**src/rtl/rstctl_pkg.sv**
```systemverilog
package rstctl_pkg;
  typedef logic [31:0] word_t;

  // processor-pair register: reserved bits and power-up value
  localparam word_t CPU_RSVD    = 32'hfffe_fcfc;
  localparam word_t CPU_WMASK   = ~CPU_RSVD;
  localparam word_t CPU_RST_VAL = 32'h0001_0303;

  // single-bit registers power up asserted
  localparam logic  DEV_RST_VAL = 1'b1;

  localparam int CORES_PER_REG = 2;
endpackage

```
**src/rtl/rstctl_pulse.sv**
```systemverilog
module rstctl_pulse #(
  parameter int LEN = 4
) (
  input  logic clk,
  input  logic rst_n,
  input  logic fire,
  output logic active
);
  localparam int CW = $clog2(LEN + 1);

  logic [CW-1:0] cnt;

  // a new fire reloads the full length, including mid-pulse
  always_ff @(posedge clk) begin
    if (!rst_n)          cnt <= '0;
    else if (fire)       cnt <= CW'(LEN);
    else if (cnt != '0)  cnt <= cnt - 1'b1;
  end

  assign active = (cnt != '0);
endmodule

```
**src/rtl/rstctl_dev_reg.sv**
```systemverilog
module rstctl_dev_reg
  import rstctl_pkg::*;
(
  input  logic clk,
  input  logic rst_n,
  input  logic wr,
  input  logic wbit,
  output logic q,
  output logic flip
);
  // edge detect against the stored bit, same cycle as the update
  assign flip = wr && (wbit != q);

  always_ff @(posedge clk) begin
    if (!rst_n)  q <= DEV_RST_VAL;
    else if (wr) q <= wbit;
  end
endmodule

```
**src/rtl/rstctl_cpu_reg.sv**
```systemverilog
module rstctl_cpu_reg
  import rstctl_pkg::*;
(
  input  logic                     clk,
  input  logic                     rst_n,
  input  logic                     wr,
  input  word_t                    wdata,
  output word_t                    q,
  output logic [CORES_PER_REG-1:0] hold
);
  always_ff @(posedge clk) begin
    if (!rst_n)  q <= CPU_RST_VAL;
    else if (wr) q <= wdata & CPU_WMASK;
  end

  // each core bit is its own level; a 1->0 change releases that core only
  assign hold = q[CORES_PER_REG-1:0];
endmodule

```
**src/rtl/rstctl_top.sv**
```systemverilog
module rstctl_top
  import rstctl_pkg::*;
#(
  parameter int NUM_CPU_REGS = 2,
  parameter int NUM_DMA      = 4,
  parameter int NUM_PERIPH   = 4,
  parameter int NUM_SPARE    = 2,
  parameter int PULSE_LEN    = 4,
  parameter int ADDR_W       = 8
) (
  input  logic                              clk,
  input  logic                              rst_n,
  input  logic [ADDR_W-1:0]                 bus_addr,
  input  logic                              bus_we,
  input  logic [31:0]                       bus_wdata,
  output logic [31:0]                       bus_rdata,
  output logic [NUM_CPU_REGS*CORES_PER_REG-1:0] core_rst,
  output logic [NUM_DMA-1:0]                dma_rst,
  output logic [NUM_PERIPH-1:0]             periph_rst
);
  localparam int WORD_W     = ADDR_W - 2;
  localparam int NDEV       = 1 + NUM_PERIPH;      // DMA register + peripherals
  localparam int DEV_BASE   = NUM_CPU_REGS;
  localparam int SPARE_BASE = DEV_BASE + NDEV;

  logic              aligned;
  logic [WORD_W-1:0] word;

  assign aligned = (bus_addr[1:0] == 2'b00);
  assign word    = bus_addr[ADDR_W-1:2];

  // processor-pair registers
  word_t                   cpu_q [NUM_CPU_REGS];
  logic [NUM_CPU_REGS-1:0] cpu_sel;

  for (genvar j = 0; j < NUM_CPU_REGS; j++) begin : g_cpu
    assign cpu_sel[j] = aligned && (word == WORD_W'(j));
    rstctl_cpu_reg u_reg (
      .clk   (clk),
      .rst_n (rst_n),
      .wr    (bus_we && cpu_sel[j]),
      .wdata (bus_wdata),
      .q     (cpu_q[j]),
      .hold  (core_rst[j*CORES_PER_REG +: CORES_PER_REG])
    );
  end

  // single-bit registers with targets: index 0 is DMA, 1.. are peripherals
  logic [NDEV-1:0] dev_sel, dev_q, dev_flip;

  for (genvar i = 0; i < NDEV; i++) begin : g_dev
    assign dev_sel[i] = aligned && (word == WORD_W'(DEV_BASE + i));
    rstctl_dev_reg u_reg (
      .clk   (clk),
      .rst_n (rst_n),
      .wr    (bus_we && dev_sel[i]),
      .wbit  (bus_wdata[0]),
      .q     (dev_q[i]),
      .flip  (dev_flip[i])
    );
  end

  // DMA fan-out: one counter, replicated output
  logic dma_active;

  rstctl_pulse #(.LEN(PULSE_LEN)) u_dma_pulse (
    .clk    (clk),
    .rst_n  (rst_n),
    .fire   (dev_flip[0]),
    .active (dma_active)
  );
  assign dma_rst = {NUM_DMA{dma_active}};

  for (genvar k = 0; k < NUM_PERIPH; k++) begin : g_per
    rstctl_pulse #(.LEN(PULSE_LEN)) u_pulse (
      .clk    (clk),
      .rst_n  (rst_n),
      .fire   (dev_flip[1+k]),
      .active (periph_rst[k])
    );
  end

  // spare registers: storage only, no target
  logic [NUM_SPARE-1:0] sp_sel, sp_q;

  for (genvar s = 0; s < NUM_SPARE; s++) begin : g_sp
    assign sp_sel[s] = aligned && (word == WORD_W'(SPARE_BASE + s));
  end

  always_ff @(posedge clk) begin
    if (!rst_n) sp_q <= {NUM_SPARE{DEV_RST_VAL}};
    else begin
      for (int s = 0; s < NUM_SPARE; s++)
        if (bus_we && sp_sel[s]) sp_q[s] <= bus_wdata[0];
    end
  end

  // read mux: unmapped or misaligned addresses return zero
  always_comb begin
    bus_rdata = '0;
    for (int j = 0; j < NUM_CPU_REGS; j++)
      if (cpu_sel[j]) bus_rdata = cpu_q[j];
    for (int i = 0; i < NDEV; i++)
      if (dev_sel[i]) bus_rdata = {31'b0, dev_q[i]};
    for (int s = 0; s < NUM_SPARE; s++)
      if (sp_sel[s]) bus_rdata = {31'b0, sp_q[s]};
  end
endmodule

```
**config.mk**
```make
export PLATFORM = sky130hd
export DESIGN_NAME = rstctl_top
export DESIGN_NICKNAME = d
export VERILOG_FILES = /design/src/rtl/rstctl_pkg.sv /design/src/rtl/rstctl_pulse.sv /design/src/rtl/rstctl_dev_reg.sv /design/src/rtl/rstctl_cpu_reg.sv /design/src/rtl/rstctl_top.sv
export SDC_FILE = /design/constraint.sdc
export NUM_CORES = 1
export LEC_CHECK = 0
export BUFFER_PORTS_ARGS = -buffer_cell sky130_fd_sc_hd__buf_2
export CAP_MARGIN = 20
export CORE_ASPECT_RATIO = 1.4
export CORE_MARGIN = 3
export CORE_UTILIZATION = 35
export CTS_BUF_LIST = sky130_fd_sc_hd__clkbuf_8 sky130_fd_sc_hd__clkbuf_16
export CTS_CLUSTER_SIZE = 10
export DETAILED_ROUTE_END_ITERATION = 12
export SLEW_MARGIN = 20
export SYNTH_ARGS = -nofsm -noshare
export SYNTH_HDL_FRONTEND = slang
export SYNTH_HIERARCHICAL = 1
export SYNTH_SLANG_ARGS = --single-unit
```
**constraint.sdc**
```tcl
create_clock -name clk -period 3.89 [get_ports clk]
set_clock_uncertainty 0.05 [all_clocks]
set_input_delay 0.778 -clock clk [delete_from_list [all_inputs] [get_ports clk]]
set_output_delay 0.778 -clock clk [all_outputs]
set_load 0.02 [all_outputs]
```
==> metrics.csv, run 1 <==
metric,value,unit
syn-instance-count,291,
cp_common_cell,buf_2,
synth-seq-cells,32,
row_count,36,
ys_async_sr_fraction,0,%
cp.required,3.06,ns
ys_warn_count,6,
cts_tree,built,
critical_path_class,in2out,
final_common_cell,conb_1,
cts_max_path_buffers,2,
slowest_delay,0.58,ns
tns,0,ns
tightest_slew,0.529,ns
synth_seq_area_share,25.1,%
dieArea,0.00836,mm²
io_buffers,32,
final_layout_size_suffix_gt1_share,15.3,%
cp.arrival,2.74,ns
layout_common_cells,"conb_1 (54), dfxtp_1 (32), buf_2 (32)",
grt_pass1_wl,7220,µm
status,finished clean,
hold_violations,0,
yosys.area_share.adder,7.36,%
routed_wirelength,4260,µm
antenna_found_initial,0,
cts_max_level,2,
rrSetupSlack,2.41,ns
grt_max_degree,28,
layout.nets,370,
antennaDiodeCount,0,
p_leak,1.19,nW
grt_pass1_vias,1639,
dieWidth,78.1,µm
cts.sinks,32,
endpoint_kind,output pin,
clock.fmax,280,MHz
worstPathCellList,buf_2 > or4_4 > or3_4 > nor3b_4 > a22o_1 > buf_2,
die_y,107,µm
cts_setup_buffers,0,
cp_top_family,simple AND/OR/NAND/NOR gates,
dr_total_vias,1713,
core,0.00703,mm²
synth_flop_cell,dfxtp_1,
dr.pass1.iters,4,
rsz0062_at_grt,false,
drv_cap,0,
yosysUniqueCellTypes,30,
power_density,397,mW/mm²
synth-edff-count,0,
post-route-min-period,3.57,ns
placed_cells,400,
track_usage,10.7,%
vias_per_cell,4.20,
critPathLaunchType,primary input,
syn-cell-area,0.00255,mm²
hold_class,reg2reg,
path_max_fanout,12,
slowest_stage,or4_4,
synth_xor_xnor_area_share,3.44,%
yosys.area.top_type_share,25.1,%
final_cells,408,
synth_area_per_cell,8.76,µm²
dpl.hpwl,3280,µm
cts_hold_buffers,0,
area_growth,1.33,%
place.gp.congestion,0.787,
synth_area_leaders,"dfxtp_1 (25%), buf_4 (18%), a22o_1 (11%)",
antenna_left,0,
synth.largest_area_cell,dfxtp_1,
cts_buffers,5,
cts_resized,0,
start_util,36.3,%
synth_compound_area_share,14.5,%
maxSlewViolCount,0,
min_period_over_period,91.7,%
synthMuxAreaShare,10.2,%
grt_overflow,0,
ir_drop,0.288,mV
setup_violations,0,
clk_pin_slew,0.06,ns
synthSimpleGateAreaFrac,13.5,%
cts_root_buffer,clkbuf_8,
wire_per_inst,10.4,µm
relSlewSlack,64.7,%
critPathBufInv,2,
first_iter_violations,19,
drc_errors,0,
ios,87,
synth_top_family_by_area,buffers and inverters,
clock_latency,0.28,ns
==> metrics by stage <==
stage / power (mW) / setup slack (ns) / instance area, µm² / hold WS, ns / util, %
after floorplan: 0.751 / 0.566 / 2740 / 0.383 / -
after global placement: 0.770 / 0.331 / 2490 / 0.404 / 35.5
after detailed placement: 0.784 / 0.299 / 2490 / 0.406 / 35.5
after CTS: 1.05 / 0.299 / 2580 / 0.424 / 36.8
after global routing: 1.11 / 0.194 / 2580 / 0.454 / 36.8
final: 1.03 / 0.322 / 2580 / 0.420 / 36.8
==> state kept, by name, summed over array words and instances (netlist names) <==
name,flops
sp_q,2
g_per.u_pulse/cnt,12
u_dma_pulse/cnt,3
g_dev.u_reg/q,5
g_cpu.u_reg/q,10
==> cells by family after synthesis <==
kind of cell             count (synthesis)
AO/OA/AOI/OAI                           45
buffers and inverters                   99
AND/OR/NAND/NOR                         64
adder cells (fa/ha/maj)                 15
other                                    2
flip-flops                              32
multiplexers                            24
XOR/XNOR                                10
==> synthesized netlist by cell type (all sizes together), types with 2 or more instances <==
cell type,number
buf,71
dfxtp,32
a22o,31
inv,26
nand2,22
mux2i,18
ha,15
xor2,10
nor2,9
nand2b,7
and2,6
a211oi,5
mux2,5
nor2b,5
nor3,5
o21a,5
nor4,3
o21ai,3
clkbuf,2
conb,2
nor3b,2
or2,2
==> worst reg2reg max path, delay by kind of cell, from the launching register on <==
family,cells,cell delay (ns)
buffers and inverters,1,0.05
multiplexers,1,0.32
AO/OA/AOI/OAI,1,0.16
flip-flops,1,0.34
adder cells (fa/ha/maj),2,0.44
==> worst paths after layout <==
| kind | cells past startpoint | endpoint | start |
|---|---|---|---|
| max reg2reg | 5 | g_per[2].u_pulse/cnt[2] | g_per[2].u_pulse/cnt[0] |
| min reg2reg | 2 | sp_q[0] | sp_q[0] |
| max | 6 | bus_rdata[16] | bus_addr[1] |
| min | 2 | sp_q[0] | sp_q[0] |
==> area by class of cell <==
cell class / count / area [µm²]
Clock inverter: 2 / 7.51
Clock buffer: 6 / 82.6
Tap cell: 95 / 119
Inverter: 26 / 97.6
Multi-Input combinational cell: 212 / 1450
Sequential cell: 32 / 641
Timing Repair Buffer: 35 / 183
Fill cell: 754 / 4440
==> power by group <==
| group | leakage (nW) | internal (mW) | switching (mW) |
|---|---|---|---|
| combinational | 0.875 | 0.149 | 0.230 |
| sequential | 0.261 | 0.369 | 0.0213 |
| clock | 0.0538 | 0.139 | 0.118 |
==> per-layer routing <==
metal	up-vias	GRT usage (%)	share of wire, %
li1	897	-	-
met1	761	11.2	41
met2	47	20.2	51
met3	8	2.61	5.9
met4	0	4.63	2.3
met5	-	0	0
Power figures use the tool's default switching activity.
==> run 2: changes to the inputs <==
--- a/config.mk
+++ b/config.mk
@@ -9,10 +9,11 @@
 export CAP_MARGIN = 20
 export CORE_ASPECT_RATIO = 1.4
 export CORE_MARGIN = 3
-export CORE_UTILIZATION = 35
+export CORE_UTILIZATION = 51
 export CTS_BUF_LIST = sky130_fd_sc_hd__clkbuf_8 sky130_fd_sc_hd__clkbuf_16
 export CTS_CLUSTER_SIZE = 10
 export DETAILED_ROUTE_END_ITERATION = 12
+export PLACE_DENSITY = 0.81
 export SLEW_MARGIN = 20
 export SYNTH_ARGS = -nofsm -noshare
 export SYNTH_HDL_FRONTEND = slang
==> run 2 against run 1 <==
Effect of this change: clock-buffer cell count rose by 1; final area fell by 0.19%; critical path type unchanged; critical path depth did not move; die area fell by 29%; via count rose by 1.2%; sequential share of layout area barely moved; flip-flop and latch count did not move.
==> metrics.csv, run 2 (synthesized netlist as in run 1, its figures left out) <==
metric,value,unit,change
setup_ws,0.438,ns,+0.116 ns
area_growth,1.13,%,
core,0.00468,mm²,-33%
place.gp.congestion,0.829,,+5.3%
dr.pass1.iters,4,,unchanged
hold_violations,0,,unchanged
layout.nets,370,,unchanged
tns,0,ns,unchanged
dieWidth,65.7,µm,-16%
worstPathCellList,buf_2 > or4_4 > or3_4 > nor3b_4 > a22o_1 > buf_2,,
maxSlewViolCount,0,,unchanged
dr_total_vias,1734,,+1.2%
cts_setup_buffers,0,,unchanged
cts_root_buffer,clkbuf_8,,
track_usage,14.1,%,+3.4 points
p_leak,1.20,nW,+0.90%
final_cells,375,,-8.1%
endpoint_kind,output pin,,
wire_per_inst,10.9,µm,+4.6%
cts_max_path_buffers,2,,unchanged
routed_wirelength,4090,µm,-3.9%
grt_pass1_vias,1541,,-6.0%
vias_per_cell,4.62,,+10%
slowest_delay,0.59,ns,about the same
antennaDiodeCount,0,,unchanged
dieArea,0.00589,mm²,-29%
setup_violations,0,,unchanged
io_buffers,32,,unchanged
crit_end,bus_rdata[1],,
cts_tree,built,,
critical_path_class,in2out,,
path_max_fanout,10,,-2
timing.critical_path.from,bus_addr[1],,
reg2reg_depth,5,,unchanged
cp_common_cell,buf_2,,
cts_resized,0,,unchanged
ir_drop,0.379,mV,+32%
cts.sinks,32,,unchanged
start_util,54.5,%,+18 points
antenna_left,0,,unchanged
min_period_over_period,88.7,%,-3.0 points
grt_pass1_wl,6490,µm,-10%
antenna_found_initial,0,,unchanged
ios,87,,unchanged
drc_errors,0,,unchanged
rsz0062_at_grt,false,,
post-route-util,55.1,%,+18 points
status,finished clean,,
placed_cells,367,,-8.3%
dpl.hpwl,3260,µm,-0.58%
grt_overflow,0,,unchanged
postPlaceCellArea,0.00245,mm²,-1.7%
power_density,434,mW/mm²,+9.1%
reg_top3,"g_per.u_pulse/cnt (12), g_cpu.u_reg/q (10), g_dev.u_reg/q (5)",,
cp_top_family,simple AND/OR/NAND/NOR gates,,
row_count,29,,-19%
path_depth,6,,unchanged
cts_max_level,2,,unchanged
critPathLaunchType,primary input,,
whs,0.431,ns,+0.0117 ns
dpl_worst_slack,0.413,ns,+0.114 ns
slowest_stage,or4_4,,
first_iter_violations,56,,+37
r2r_start,g_per[3].u_pulse/cnt[0],,
top_register,g_per.u_pulse/cnt,,
cts_hold_buffers,0,,unchanged
cp.arrival,2.62,ns,-0.12 ns
final_layout_size_suffix_gt1_share,16.0,%,+0.64 points
cp.required,3.06,ns,about the same
layout_common_cells,"conb_1 (54), dfxtp_1 (32), buf_2 (32)",,
r2r_end,g_per[3].u_pulse/cnt[2],,
drv_cap,0,,unchanged
clock.fmax,290,MHz,+3.4%
largest_reg_flops,12,,unchanged
stdcell_area,0.00258,mm²,-0.19%
rrSetupSlack,2.40,ns,about the same
clk_pin_slew,0.06,ns,about the same
critPathBufInv,2,,unchanged
post-route-min-period,3.45,ns,-0.116 ns
clock_latency,0.28,ns,about the same
grt_max_degree,28,,unchanged
die_y,89.6,µm,-16%
power.total,1.12,mW,+8.9%
hold_class,reg2reg,,
cts_buffers,5,,unchanged
final_common_cell,conb_1,,
## run 2: changes by cell type in the layout (fill, tap and decap cells not counted)
cell | before | now
bufinv_16 | 0 | 1
clkbuf_8 | 6 | 7
inv_1 | 28 | 26
## run 2: area by class of cell
type                    count  area [µm²]
clock buffers               7        96.3
clock inverters             1        30.0
fillers                   434        2100
inverters                  26        97.6
multi-input cells         212        1450
flip-flops and latches     32         641
well taps                  62        77.6
repair buffers             35         183
## run 2: routing by layer
| metal | global-route usage (%) | part of all wire (%) |
|---|---|---|
| met5 | 0 | 0 |
| met4 | 5.28 | 1.1 |
| met3 | 4.73 | 6.4 |
| met2 | 26.5 | 54 |
| met1 | 14.4 | 39 |
## run 2: how the worst min path moves through the flow
stage	start	endpoint	slack [ns]	depth (start not counted)
after detailed placement	g_cpu[1].u_reg/q[8]	g_cpu[1].u_reg/q[8]	0.42	2
after CTS	g_cpu[1].u_reg/q[8]	g_cpu[1].u_reg/q[8]	0.43	2
after global placement	sp_q[0]	sp_q[0]	0.40	2
after floorplan	sp_q[0]	sp_q[0]	0.38	2
after global routing	g_cpu[0].u_reg/q[8]	g_cpu[0].u_reg/q[8]	0.46	2
final	g_cpu[1].u_reg/q[9]	g_cpu[1].u_reg/q[9]	0.43	2
## run 2: tightest hold or removal path, cell delays in order (launching register included)
cell     delay, ns
dfxtp_1       0.33
mux2i_1       0.07
nand2_1       0.06
## run 2: report_power, final
group	switching (mW)	total, mW	internal (mW)
Clock	0.115	0.341	0.226
Sequential	0.0230	0.392	0.369
Combinational	0.234	0.385	0.150
==> run 3: changes to the inputs <==
--- a/config.mk
+++ b/config.mk
@@ -9,11 +9,12 @@
 export CAP_MARGIN = 20
 export CORE_ASPECT_RATIO = 1.4
 export CORE_MARGIN = 3
-export CORE_UTILIZATION = 51
+export CORE_UTILIZATION = 55
 export CTS_BUF_LIST = sky130_fd_sc_hd__clkbuf_8 sky130_fd_sc_hd__clkbuf_16
 export CTS_CLUSTER_SIZE = 10
 export DETAILED_ROUTE_END_ITERATION = 12
-export PLACE_DENSITY = 0.81
+export PLACE_DENSITY = 0.86
+export RECOVER_POWER = 25
 export SLEW_MARGIN = 20
 export SYNTH_ARGS = -nofsm -noshare
 export SYNTH_HDL_FRONTEND = slang
==> constraint.sdc (replaced) <==
create_clock -name clk -period 4.2 [get_ports clk]
set_clock_uncertainty 0.05 [all_clocks]
set_input_delay 0.84 -clock clk [delete_from_list [all_inputs] [get_ports clk]]
set_output_delay 0.84 -clock clk [all_outputs]
set_load 0.02 [all_outputs]
==> run 3 against run 2 <==
Effect of this change: sequential power decreased by 7.7%; utilization is 3.8 points higher; worst hold slack better by 0.0016 ns; flip-flop and latch count unchanged; wire length down 3.3%; cell count fell by 0.27%; power shrank 10%; clock-buffer cell count decreased by 2; critical path depth did not move; largest cell class unchanged; largest power group unchanged.
==> metrics.csv, run 3 (synthesized netlist as in run 1, its figures left out) <==
metric,value,unit,change
status,finished clean,,
min_path_cells,2,,unchanged
drc_errors,0,,unchanged
dieArea,0.00550,mm²,-6.7%
drv_cap,0,,unchanged
post-route-util,58.9,%,+3.8 points
ios,87,,unchanged
cts_resized,0,,unchanged
track_usage,16.5,%,+2.4 points
die_y,86.5,µm,-3.5%
power_density,392,mW/mm²,-9.5%
tightest_slew,0.541,ns,
grt_pass1_vias,1734,,+13%
clock.fmax,263,MHz,
grt_pass1_wl,7220,µm,+11%
layout.nets,371,,+0.27%
grt_overflow,0,,unchanged
tns,0,ns,unchanged
first_iter_violations,51,,-8.9%
p_leak,1.18,nW,-1.3%
final_cells,374,,-0.27%
maxSlewViolCount,0,,unchanged
critical_path_class,in2out,,
cp.arrival,2.91,ns,+0.29 ns
start_util,58.7,%,+4.2 points
cp.required,3.31,ns,+0.25 ns
reg_top3,"g_per.u_pulse/cnt (12), g_cpu.u_reg/q (10), g_dev.u_reg/q (5)",,
place.gp.congestion,0.768,,-7.4%
rrSetupSlack,2.72,ns,+0.32 ns
antennaDiodeCount,0,,unchanged
cts_buffers,5,,unchanged
placed_cells,366,,-0.27%
largest_reg_flops,12,,unchanged
setup_ws,0.398,ns,-0.0399 ns
cts.sinks,32,,unchanged
dieWidth,63.5,µm,-3.4%
dpl_worst_slack,0.507,ns,+0.0938 ns
clock_power_share,29.0,%,-1.5 points
dr.pass1.iters,4,,unchanged
cts_hold_buffers,0,,unchanged
post-route-min-period,3.80,ns,
clock_latency,0.28,ns,about the same
critPathLaunchType,primary input,,
layout_common_cells,"conb_1 (54), dfxtp_1 (32), a22o_1 (31)",,
rsz0062_at_grt,false,,
antenna_left,0,,unchanged
min_period_over_period,90.5,%,
dpl.hpwl,3070,µm,-6.0%
top_register,g_per.u_pulse/cnt,,
reg2reg_depth,5,,unchanged
grt_max_degree,28,,unchanged
ir_drop,0.323,mV,-15%
p_comb_share,34.9,%,+0.5 points
cts_root_buffer,clkbuf_8,,
hold_violations,0,,unchanged
final_layout_size_suffix_gt1_share,14.6,%,-1.3 points
final_common_cell,conb_1,,
seq_power_share,36.0,%,+0.9 points
io_buffers,32,,unchanged
relSlewSlack,63.9,%,
row_count,28,,-3.4%
vias_per_cell,4.69,,+1.5%
cts_max_level,2,,unchanged
hold_class,reg2reg,,
p_sw,0.349,mW,-6.3%
swShare,34.7,%,+1.4 points
core,0.00434,mm²,-7.2%
area_growth,0.393,%,
fillerInstances,448,,+3.2%
clk_pin_slew,0.06,ns,about the same
dr_total_vias,1755,,+1.2%
r2r_start,g_per[1].u_pulse/cnt[0],,
path_max_fanout,13,,+3
hold_end,g_cpu[1].u_reg/q[16],,
hold_start,g_cpu[1].u_reg/q[16],,
routed_wirelength,3960,µm,-3.3%
setup_violations,0,,unchanged
wire_per_inst,10.6,µm,-3.1%
cts_tree,built,,
r2r_end,g_per[1].u_pulse/cnt[2],,
antenna_found_initial,0,,unchanged
p_int,0.655,mW,-12%
cts_setup_buffers,0,,unchanged
cts_max_path_buffers,2,,unchanged
endpoint_kind,output pin,,
## run 3: power groups by stage
stage          Sequential [mW]  Combinational [mW]  Clock [mW]
6_report                 0.362               0.351       0.291
5_1_grt                  0.367               0.409       0.319
3_3_place_gp             0.366               0.343           0
3_5_place_dp             0.369               0.353           0
4_1_cts                  0.362               0.356       0.301
2_1_floorplan            0.364               0.331           0
## run 3: per-stage QoR
| stage | instance area [µm²] | power, mW | hold slack (ns) |
|---|---|---|---|
| floorplan | 2740 | 0.696 | 0.383 |
| detailed placement | 2460 | 0.722 | 0.411 |
| CTS | 2570 | 1.02 | 0.431 |
| global placement | 2460 | 0.709 | 0.403 |
| finish | 2560 | 1.00 | 0.433 |
| global route | 2560 | 1.09 | 0.461 |
## run 3: layout make-up
type / count / area [µm²] / share of cell area [%]
clock inverters: 3 / 42.5 / 1.66
inverters: 26 / 97.6 / 3.81
flip-flops and latches: 32 / 641 / 25.0
well taps: 60 / 75.1 / 2.93
multi-input cells: 212 / 1450 / 56.6
repair buffers: 36 / 185 / 7.24
clock buffers: 5 / 68.8 / 2.69
## run 3: worst max-delay path, cell delays in order
cell and delay (ns):
buf_2 0.09, or4_1 0.67, or3_4 0.41, nor3b_4 0.50, a22o_1 0.22, buf_2 0.16
## run 3: how the worst max path moves through the flow
| stage | endpoint | startpoint | slack (ns) |
|---|---|---|---|
| 6_report | bus_rdata[8] | bus_addr[1] | 0.40 |
| 5_1_grt | bus_rdata[16] | bus_addr[1] | 0.29 |
| 4_1_cts | bus_rdata[16] | bus_addr[1] | 0.51 |
| 3_5_place_dp | bus_rdata[16] | bus_addr[1] | 0.51 |
| 3_3_place_gp | bus_rdata[16] | bus_addr[1] | 0.53 |
| 2_1_floorplan | bus_rdata[16] | bus_addr[1] | 0.75 |
## run 3: layer usage
layer | global-route usage, % | up-vias | share of wire [%] | wire (µm)
met5 | 0 | - | 0 | 0
met4 | 6.48 | 0 | 1.7 | 68
met3 | 5.71 | 7 | 8.0 | 318
met2 | 30.8 | 59 | 50 | 1960
met1 | 16.6 | 787 | 41 | 1610
li1 | - | 902 | - | -
